File: config.mk
export PLATFORM = sky130hd
export DESIGN_NAME = swire_slave
export DESIGN_NICKNAME = d
export VERILOG_FILES = /design/src/rtl/swire_slave.sv
export SDC_FILE = /design/constraint.sdc
export NUM_CORES = 1
export LEC_CHECK = 0
export ABC_AREA = 1
export BUFFER_PORTS_ARGS = -buffer_cell sky130_fd_sc_hd__buf_2
export CORE_MARGIN = 4
export CORE_UTILIZATION = 45
export CTS_CLUSTER_DIAMETER = 150
export DETAILED_ROUTE_END_ITERATION = 8
export PLACE_DENSITY = 0.73
export SLEW_MARGIN = 20
export SYNTH_ARGS = -nofsm -noshare
export SYNTH_HDL_FRONTEND = slang
export SYNTH_SLANG_ARGS = --single-unit
File: constraint.sdc
create_clock -name clk -period 2.4 [get_ports clk]
set_input_delay 0.24 -clock clk [delete_from_list [all_inputs] [get_ports clk]]
set_output_delay 0.24 -clock clk [all_outputs]
set_load 0.005 [all_outputs]
File: src/rtl/swire_slave.sv
module swire_slave #(
  parameter int T_SAMP    = 70,
  parameter int T_STOP    = 145,
  parameter int T_BREAK   = 190,
  parameter int T_RECOV   = 40,
  parameter int T_TURN    = 100,
  parameter int T_TXLOW   = 32,
  parameter int T_TXDATA  = 100,
  parameter int T_TXCYC   = 200,
  parameter int T_TIMEOUT = 1000,
  parameter logic [6:0] CMDW_ADDR    = 7'h3F,
  parameter logic [7:0] CODE_RST     = 8'h78,
  parameter logic [7:0] CODE_CAL_GO  = 8'h68,
  parameter logic [7:0] CODE_CAL_END = 8'h60
) (
  input  logic       clk,
  input  logic       rst_n,
  input  logic       us_tick,
  input  logic       line_in,
  output logic       pull_low,
  output logic [6:0] reg_addr,
  output logic       reg_wr,
  output logic [7:0] reg_wdata,
  output logic       reg_rd,
  input  logic [7:0] reg_rdata,
  input  logic       addr_ok,
  output logic       cmd_reset,
  output logic       cal_begin,
  output logic       cal_end
);
  localparam int CW = $clog2(T_TIMEOUT + 2);

  typedef enum logic [2:0] {S_IDLE, S_LOW, S_BRK, S_GAP, S_TX} st_t;

  st_t           state;
  logic [CW-1:0] cnt;
  logic [2:0]    nbit;
  logic          is_data, bitval;
  logic [7:0]    sr, cmd, txsr;
  logic [7:0]    byte_in;

  assign byte_in  = {bitval, sr[7:1]};
  assign reg_addr = cmd[6:0];
  assign pull_low = (state == S_TX) &&
                    ((cnt < CW'(T_TXLOW)) || ((cnt < CW'(T_TXDATA)) && !txsr[0]));

  always_ff @(posedge clk or negedge rst_n) begin
    if (!rst_n) begin
      state     <= S_IDLE;
      cnt       <= '0;
      nbit      <= '0;
      is_data   <= 1'b0;
      bitval    <= 1'b0;
      sr        <= '0;
      cmd       <= '0;
      txsr      <= '0;
      reg_wr    <= 1'b0;
      reg_wdata <= '0;
      reg_rd    <= 1'b0;
      cmd_reset <= 1'b0;
      cal_begin <= 1'b0;
      cal_end   <= 1'b0;
    end else begin
      reg_wr    <= 1'b0;
      reg_rd    <= 1'b0;
      cmd_reset <= 1'b0;
      cal_begin <= 1'b0;
      cal_end   <= 1'b0;
      case (state)
        S_IDLE: begin
          if (!line_in) begin
            state <= S_LOW;
            cnt   <= '0;
          end else if (us_tick && cnt != CW'(T_TIMEOUT)) begin
            cnt <= cnt + 1'b1;
          end else if (cnt == CW'(T_TIMEOUT)) begin
            nbit    <= '0;
            is_data <= 1'b0;
          end
        end
        S_LOW: begin
          if (us_tick) begin
            cnt <= cnt + 1'b1;
            if (cnt == CW'(T_SAMP)) bitval <= line_in;
          end
          if (!line_in && cnt >= CW'(T_BREAK)) begin
            state   <= S_BRK;
            cnt     <= '0;
            nbit    <= '0;
            is_data <= 1'b0;
          end else if (line_in && cnt > CW'(T_SAMP)) begin
            state <= S_IDLE;
            cnt   <= '0;
            if (cnt > CW'(T_STOP)) begin
              nbit    <= '0;
              is_data <= 1'b0;
            end else begin
              sr   <= byte_in;
              nbit <= nbit + 1'b1;
              if (nbit == 3'd7) begin
                if (is_data) begin
                  is_data   <= 1'b0;
                  reg_wr    <= addr_ok;
                  reg_wdata <= byte_in;
                  if (addr_ok && cmd[6:0] == CMDW_ADDR) begin
                    cmd_reset <= (byte_in == CODE_RST);
                    cal_begin <= (byte_in == CODE_CAL_GO);
                    cal_end   <= (byte_in == CODE_CAL_END);
                  end
                end else begin
                  cmd <= byte_in;
                  if (byte_in[7]) is_data <= 1'b1;
                  else            state   <= S_GAP;
                end
              end
            end
          end
        end
        S_BRK: begin
          if (!line_in)                     cnt <= '0;
          else if (cnt >= CW'(T_RECOV)) begin
            state <= S_IDLE;
            cnt   <= '0;
          end else if (us_tick)             cnt <= cnt + 1'b1;
        end
        S_GAP: if (us_tick) begin
          if (cnt == CW'(T_TURN - 1)) begin
            state  <= S_TX;
            cnt    <= '0;
            txsr   <= reg_rdata;
            reg_rd <= 1'b1;
            nbit   <= '0;
          end else cnt <= cnt + 1'b1;
        end
        S_TX: if (us_tick) begin
          if (cnt == CW'(T_TXCYC - 1)) begin
            cnt  <= '0;
            txsr <= {1'b0, txsr[7:1]};
            nbit <= nbit + 1'b1;
            if (nbit == 3'd7) state <= S_IDLE;
          end else cnt <= cnt + 1'b1;
        end
        default: state <= S_IDLE;
      endcase
    end
  end

  assert_wr_after_bit_R2: assert property (@(posedge clk) disable iff (!rst_n)
    reg_wr |-> $past(state == S_LOW) && $past(line_in));

  assert_no_wr_in_tx_R3: assert property (@(posedge clk) disable iff (!rst_n)
    (state == S_TX) |-> !reg_wr);

  assert_tx_frame_start_R3: assert property (@(posedge clk) disable iff (!rst_n)
    $rose(pull_low) |-> (cnt == '0) && (state == S_TX));

  assert_break_on_low_R6: assert property (@(posedge clk) disable iff (!rst_n)
    $rose(state == S_BRK) |-> $past(!line_in) && nbit == '0 && !is_data);

  assert_invalid_no_wr_R7: assert property (@(posedge clk) disable iff (!rst_n)
    $past(state == S_LOW) && !$past(addr_ok) |-> !reg_wr);

  assert_strobe_with_wr_R8: assert property (@(posedge clk) disable iff (!rst_n)
    (cmd_reset || cal_begin || cal_end) |-> reg_wr && reg_addr == CMDW_ADDR);

endmodule

Word-level counts from Yosys, hierarchy flattened

Index checks and enable logic that the tools add are counted.
Widths: inputs -> output; s select.

Register bits: 54
Logic and storage cells: 159
Input bits: 13
Output and inout bits: 21

$lt $le $gt $ge: 6
Reduce and logical (&&, ||, !) cells: 23
Bitwise gates (word level): 3
Equality and inequality tests: 28
Multiplexer cells: 83
Add/sub/neg operators: 2

Operators by type and width:

| cell                  | count |
|---|---|
| $mux 10               | 11 |
| $mux 3                | 20 |
| $pmux 10 s5           | 1 |
| $mux 1                | 39 |
| $mux 8                | 4 |
| $eq 8x7->1 const B    | 3 |
| $eq 10x7->1 const B   | 2 |
| $ne 2x2->1 const B    | 9 |
| $reduce_and 6->1      | 3 |
| $reduce_and 9->1      | 2 |
| $pmux 8 s2            | 1 |
| $pmux 3 s5            | 1 |
| $pmux 3 s4            | 1 |
| $add 10x1->10 const B | 1 |
| $eq 10x10->1 const B  | 1 |
| $eq 10x8->1 const B   | 1 |
| $ge 10x6->1 const B   | 1 |
| $ge 10x8->1 const B   | 1 |
| $gt 10x7->1 const B   | 1 |
| $gt 10x8->1 const B   | 1 |
| $lt 10x6->1 const B   | 1 |
| $lt 10x7->1 const B   | 1 |
| $ne 10x10->1 const B  | 1 |
| $mux 2                | 4 |
| 20 further kinds      | 34 |

Depth between registers and ports, before layout

Depth in word-level cells: 9
Depth in mapped cells: 12

Least setup slack after synthesis

OpenSTA, ideal clock, no wires.

Path kind: register to register
From: register cnt[0]
To: register txsr[6]
Required time: 2.324 ns
Buffers on the path: 1
Path slack: 0.700 ns
Library setup time: 0.076 ns
Arrival: 1.624 ns
Stages on the path, launching flop included: 11
Period minus slack after synthesis: 1.700 ns
Cell sequence: dfrtp_1 -> ha_1 -> inv_1 -> nor2_1 -> nand3_1 -> nand2_1 -> nand2_2 -> nor2_4 -> buf_6 -> o211ai_1 -> o21ai_1

Longest elaborated chain between the ends: 3
Elaborated cells on any way between the ends: 5

Ends and longest elaborated chain:

| what                                               | RTL line | RTL |
|---|---|---|
| from (decl)                                        | 36       | `logic [CW-1:0] cnt;` |
| from (signal assigned)                             | 75       | `cnt <= cnt + 1'b1;` |
| from (signal assigned)                             | 83       | `cnt <= cnt + 1'b1;` |
| from (signal assigned)                             | 124      | `end else if (us_tick) cnt <= cnt + 1'b1;` |
| $eq 10x7->1 or $eq 10x8->1 (tied branches)         | 127, 136 |  |
| $ne 2x2->1 (no line) or $ne 2x1->1 (tied branches) | --       |  |
| $reduce_and 5->1 (no line) (*)                     | --       |  |
| to (signal assigned)                               | 130      | `txsr <= reg_rdata;` |
| to (signal assigned)                               | 138      | `txsr <= {1'b0, txsr[7:1]};` |
| to (decl)                                          | 39       | `logic [7:0] sr, cmd, txsr;` |

Every way passes the cells marked *; elsewhere a longest branch is shown, timed or not.
A chain may end at the register's enable or synchronous reset.

Final worst setup path

From: register cnt[0]
To: register sr[2]

Longest elaborated chain between the ends: 4
Elaborated cells on any way between the ends: 8

Ends and longest elaborated chain:

| what                           | RTL line | RTL |
|---|---|---|
| $ge 10x8->1                    | 86       | `if (!line_in && cnt >= CW'(T_BREAK)) begin` |
| $logic_and 1x1->1              | 86       |  |
| $not 1->1 (no line)            | --       |  |
| $reduce_and 4->1 (no line) (*) | --       |  |
| to (signal assigned)           | 98       | `sr <= byte_in;` |
| to (decl)                      | 39       |  |

Marked as above.

==> run summary <==
TIMING
---------------------------------------------------------------------------------
Number of hold-slack violations in the final timing report .........            0
Setup Total Neg Slack ..............................................         0 ps
Tmin final .........................................................      2080 ps
Worst clock skew ...................................................      10.0 ps
Remaining max-slew budget at the tightest pin ......................        61.3%
Transition time of the tightest slew-check pin .....................       580 ps
Final max-slew violation count .....................................            0
Post-route clock period utilization ................................        86.9%
Post-route worst setup slack .......................................       315 ps
Total of endpoints with negative setup slack in the final report ...            0
Achievable clock frequency .........................................    0.480 GHz
RSZ-0062 raised after global routing ...............................           no

YOSYS
---------------------------------------------------------------------------------
Mean instance size in the synthesized netlist ......................   7.21 sq um
Cell taking the most area after synthesis .......................... sky130_fd_sc_hd__dfrtp_1
Proportion of netlist area held by the largest area contributor ....        39.2%
Post-synthesis register bit count ..................................           53
Leading cell types by total area after synthesis ................... sky130_fd_sc_hd__dfrtp_1 (39%), sky130_fd_sc_hd__nand2_1 (15%), sky130_fd_sc_hd__nand3_1 (5.6%), sky130_fd_sc_hd__inv_1 (5.3%), sky130_fd_sc_hd__nor2_1 (4.5%)
Cells after synthesis ..............................................          470
Total nets after synthesis .........................................          488
Combined area of all synthesized cells ............................. 0.00339 sq mm
Synth unique cells .................................................           34
Synthesis Warnings .................................................            0
Sequential fraction of the synthesis area ..........................        39.2%

CLOCKING
---------------------------------------------------------------------------------
Clock sink count ...................................................           53
Maximum clock path buffer count ....................................            2
# H-tree levels ....................................................            2
Worst skew pair latency ............................................       320 ps
Clock tree from TritonCTS ..........................................         done
Number of buffers added for setup after CTS ........................            0
Clock buffers created by TritonCTS .................................            5
Register clock-pin slew on the reported worst setup and hold paths .       100 ps
CTS Root Buffer Type ............................................... sky130_fd_sc_hd__clkbuf_8

POWER AND IR DROP
---------------------------------------------------------------------------------
LEAKAGE ............................................................      1.93 nW
Max VDD drop .......................................................   0.000496 V
PwrDens ............................................................  955 mW/mm^2

CRITICAL PATH
---------------------------------------------------------------------------------
Largest fanout of any net on the critical path .....................           14
Startpoint type of the worst setup path ............................    flip-flop
WP data arrival ....................................................      2290 ps
Endpoint class of the critical path ................................    flip-flop
Worst EP required ..................................................      2610 ps
Critical setup path kind ........................................... flip-flop to flip-flop

PLACEMENT
---------------------------------------------------------------------------------
Routability Congestion .............................................         1.03
Pre-CTS setup slack ................................................       356 ps
IO buf count .......................................................           33
Detailed-placement wirelength estimate ............................. 6440 microns

CELLS AND AREA
---------------------------------------------------------------------------------
Filler Cells Inserted ..............................................          755
Synth-to-layout area growth ........................................        9.90%
Ratio of cells with drive above 1 in the final layout ..............        17.8%
Highest-count cells in the layout ignoring fill and taps ........... sky130_fd_sc_hd__nand2_1 (135), sky130_fd_sc_hd__dfrtp_1 (53), sky130_fd_sc_hd__inv_1 (48)
Most common cell after layout, fill and taps aside ................. sky130_fd_sc_hd__nand2_1
ANT cells ..........................................................            0
Nets ...............................................................          518

GLOBAL ROUTING
---------------------------------------------------------------------------------
Met1 GRT Util ......................................................        26.5%
Pin count of the biggest net entering global routing ...............           36
Number of antenna violations at the first check in global routing ..            0
Global-route wire length before repair ............................. 14600 microns
Total track usage ..................................................        20.5%
Met2 Track Usage GR ................................................        34.1%
Most Used Layer, Global Route ......................................         met2
Vias in the first global route .....................................         3058
Remaining global-route overflow ....................................            0
Met3 track demand over resource in global routing ..................        3.75%

FLOORPLAN
---------------------------------------------------------------------------------
Horizontal die dimension ........................................... 94.8 microns
Total die area ..................................................... 0.00898 sq mm
Core Footprint ..................................................... 0.00729 sq mm
Rows ...............................................................           31
Initial core utilization ...........................................        46.4%
I/O pin count ......................................................           34
Height of the die .................................................. 94.8 microns

STATUS
---------------------------------------------------------------------------------
Status ............................................................. complete, no violations

ROUTE
---------------------------------------------------------------------------------
Count of antenna-violating nets left after detailed routing ........            0
Iteration-0 DRC Markers ............................................          188
Detailed Routing Iterations Pass 1 .................................            5
Vias per inst ......................................................         5.32
Vias after detailed routing ........................................         3190
DRC errors left ....................................................            0
Mean routed wirelength per cell .................................... 14.0 microns
DRT Wirelength ..................................................... 8400 microns

HOLD PATH
---------------------------------------------------------------------------------
Worst hold-check path type ......................................... input pin to flip-flop

JOB
---------------------------------------------------------------------------------
Max cap viols ......................................................            0

## power by group
part / internal [mW] / total, mW / switching, mW
combinational: 0.479 / 1.58 / 1.10
clock: 0.314 / 0.630 / 0.316
sequential: 1.11 / 1.35 / 0.240
total: 1.90 / 3.56 / 1.65
## cell families after synthesis
kind of cell    share of synthesized area [%]
compound gates                           11.8
xor+xnor                                0.776
fa+ha+maj                                1.85
buf+inv                                  9.31
flops                                    39.2
simple gates                             37.1
## area by class of cell
type | count | area, sq um | share of cell area [%]
clock inverters | 2 | 38.8 | 1.04
multi-input cells | 344 | 1750 | 46.9
well taps | 99 | 124 | 3.33
clock buffers | 6 | 72.6 | 1.95
repair buffers | 36 | 190 | 5.11
inverters | 60 | 225 | 6.05
flip-flops and latches | 53 | 1330 | 35.6
## layer usage
| layer | part of all wire, % | vias to the layer above |
|---|---|---|
| met5 | 0 | - |
| met4 | 2.9 | 0 |
| met3 | 6.4 | 24 |
| met2 | 47 | 110 |
| met1 | 44 | 1480 |
| li1 | - | 1576 |
## synth_stat cells
cell type,count
sky130_fd_sc_hd__nor2_1,41
sky130_fd_sc_hd__o21ai_2,8
sky130_fd_sc_hd__nor3_1,5
sky130_fd_sc_hd__nor3b_1,1
sky130_fd_sc_hd__and2_1,1
sky130_fd_sc_hd__nor3b_2,1
sky130_fd_sc_hd__clkbuf_1,2
sky130_fd_sc_hd__ha_1,5
sky130_fd_sc_hd__nand2_1,135
sky130_fd_sc_hd__nand4_1,17
sky130_fd_sc_hd__nor3_2,2
sky130_fd_sc_hd__inv_2,12
sky130_fd_sc_hd__buf_4,1
sky130_fd_sc_hd__a31oi_1,1
sky130_fd_sc_hd__o21bai_1,1
sky130_fd_sc_hd__nor2_4,2
sky130_fd_sc_hd__nand2_4,1
sky130_fd_sc_hd__o211ai_1,8
sky130_fd_sc_hd__xor2_1,3
sky130_fd_sc_hd__buf_6,4
sky130_fd_sc_hd__and3_1,1
sky130_fd_sc_hd__nand2_2,5
sky130_fd_sc_hd__nand3_4,2
sky130_fd_sc_hd__nor2_8,1
sky130_fd_sc_hd__o21ai_1,23
sky130_fd_sc_hd__a21oi_1,12
sky130_fd_sc_hd__nand3_2,4
sky130_fd_sc_hd__buf_2,6
sky130_fd_sc_hd__nor2_2,9
sky130_fd_sc_hd__dfrtp_1,53
sky130_fd_sc_hd__nand3_1,38
sky130_fd_sc_hd__nor4_1,1
sky130_fd_sc_hd__o21ai_0,16
sky130_fd_sc_hd__inv_1,48
## through the flow
stage                     utilization (%)  power (mW)  instances  area, sq um  hold slack, ps
after floorplan                         -        2.53        470         3390           -55.6
after global placement               49.4        2.89        591         3600             205
after detailed placement             49.4        2.92        591         3600             209
after CTS                            51.0        3.56        600         3720             158
after global routing                 51.0        3.87        600         3720             179
final                                51.0        3.56        600         3720             159
## sequential cells by signal (all words and copies together), names as in the netlist
register	count
bitval	1
cal_begin	1
cal_end	1
cmd	7
cmd_reset	1
cnt	10
is_data	1
nbit	3
reg_rd	1
reg_wdata	8
reg_wr	1
sr	7
state	3
txsr	8
## worst paths after layout
check | depth (start not counted) | to | from | slack, ps
setup / recovery | 11 | sr[2] | cnt[0] | 320
hold / removal | 3 | txsr[7] | reg_rdata[7] | 160
setup reg to reg | 11 | sr[2] | cnt[0] | 320
hold reg to reg | 2 | reg_wdata[2] | reg_wdata[2] | 490
max in group asynchronous | 3 | nbit[0] | rst_n | 1220
min in group asynchronous | 2 | reg_wdata[6] | rst_n | 380
## critical path: stages (launching register included)
cell and delay (ps):
sky130_fd_sc_hd__dfrtp_1 480, sky130_fd_sc_hd__inv_1 120, sky130_fd_sc_hd__ha_1 160, sky130_fd_sc_hd__inv_1 60, sky130_fd_sc_hd__nand2_1 70, sky130_fd_sc_hd__nand3_1 70
sky130_fd_sc_hd__nand3_1 130, sky130_fd_sc_hd__nand3_1 210, sky130_fd_sc_hd__nor2_2 420, sky130_fd_sc_hd__nand2_1 110, sky130_fd_sc_hd__o21ai_0 100, sky130_fd_sc_hd__inv_1 50
## timing repair
action | in CTS | in global routing
hold endpoints to repair | 18 | 0
gates resized for setup | 0 | 0
hold buffers | 1 | 0
Note: power is estimated with default switching activity, not from simulation.
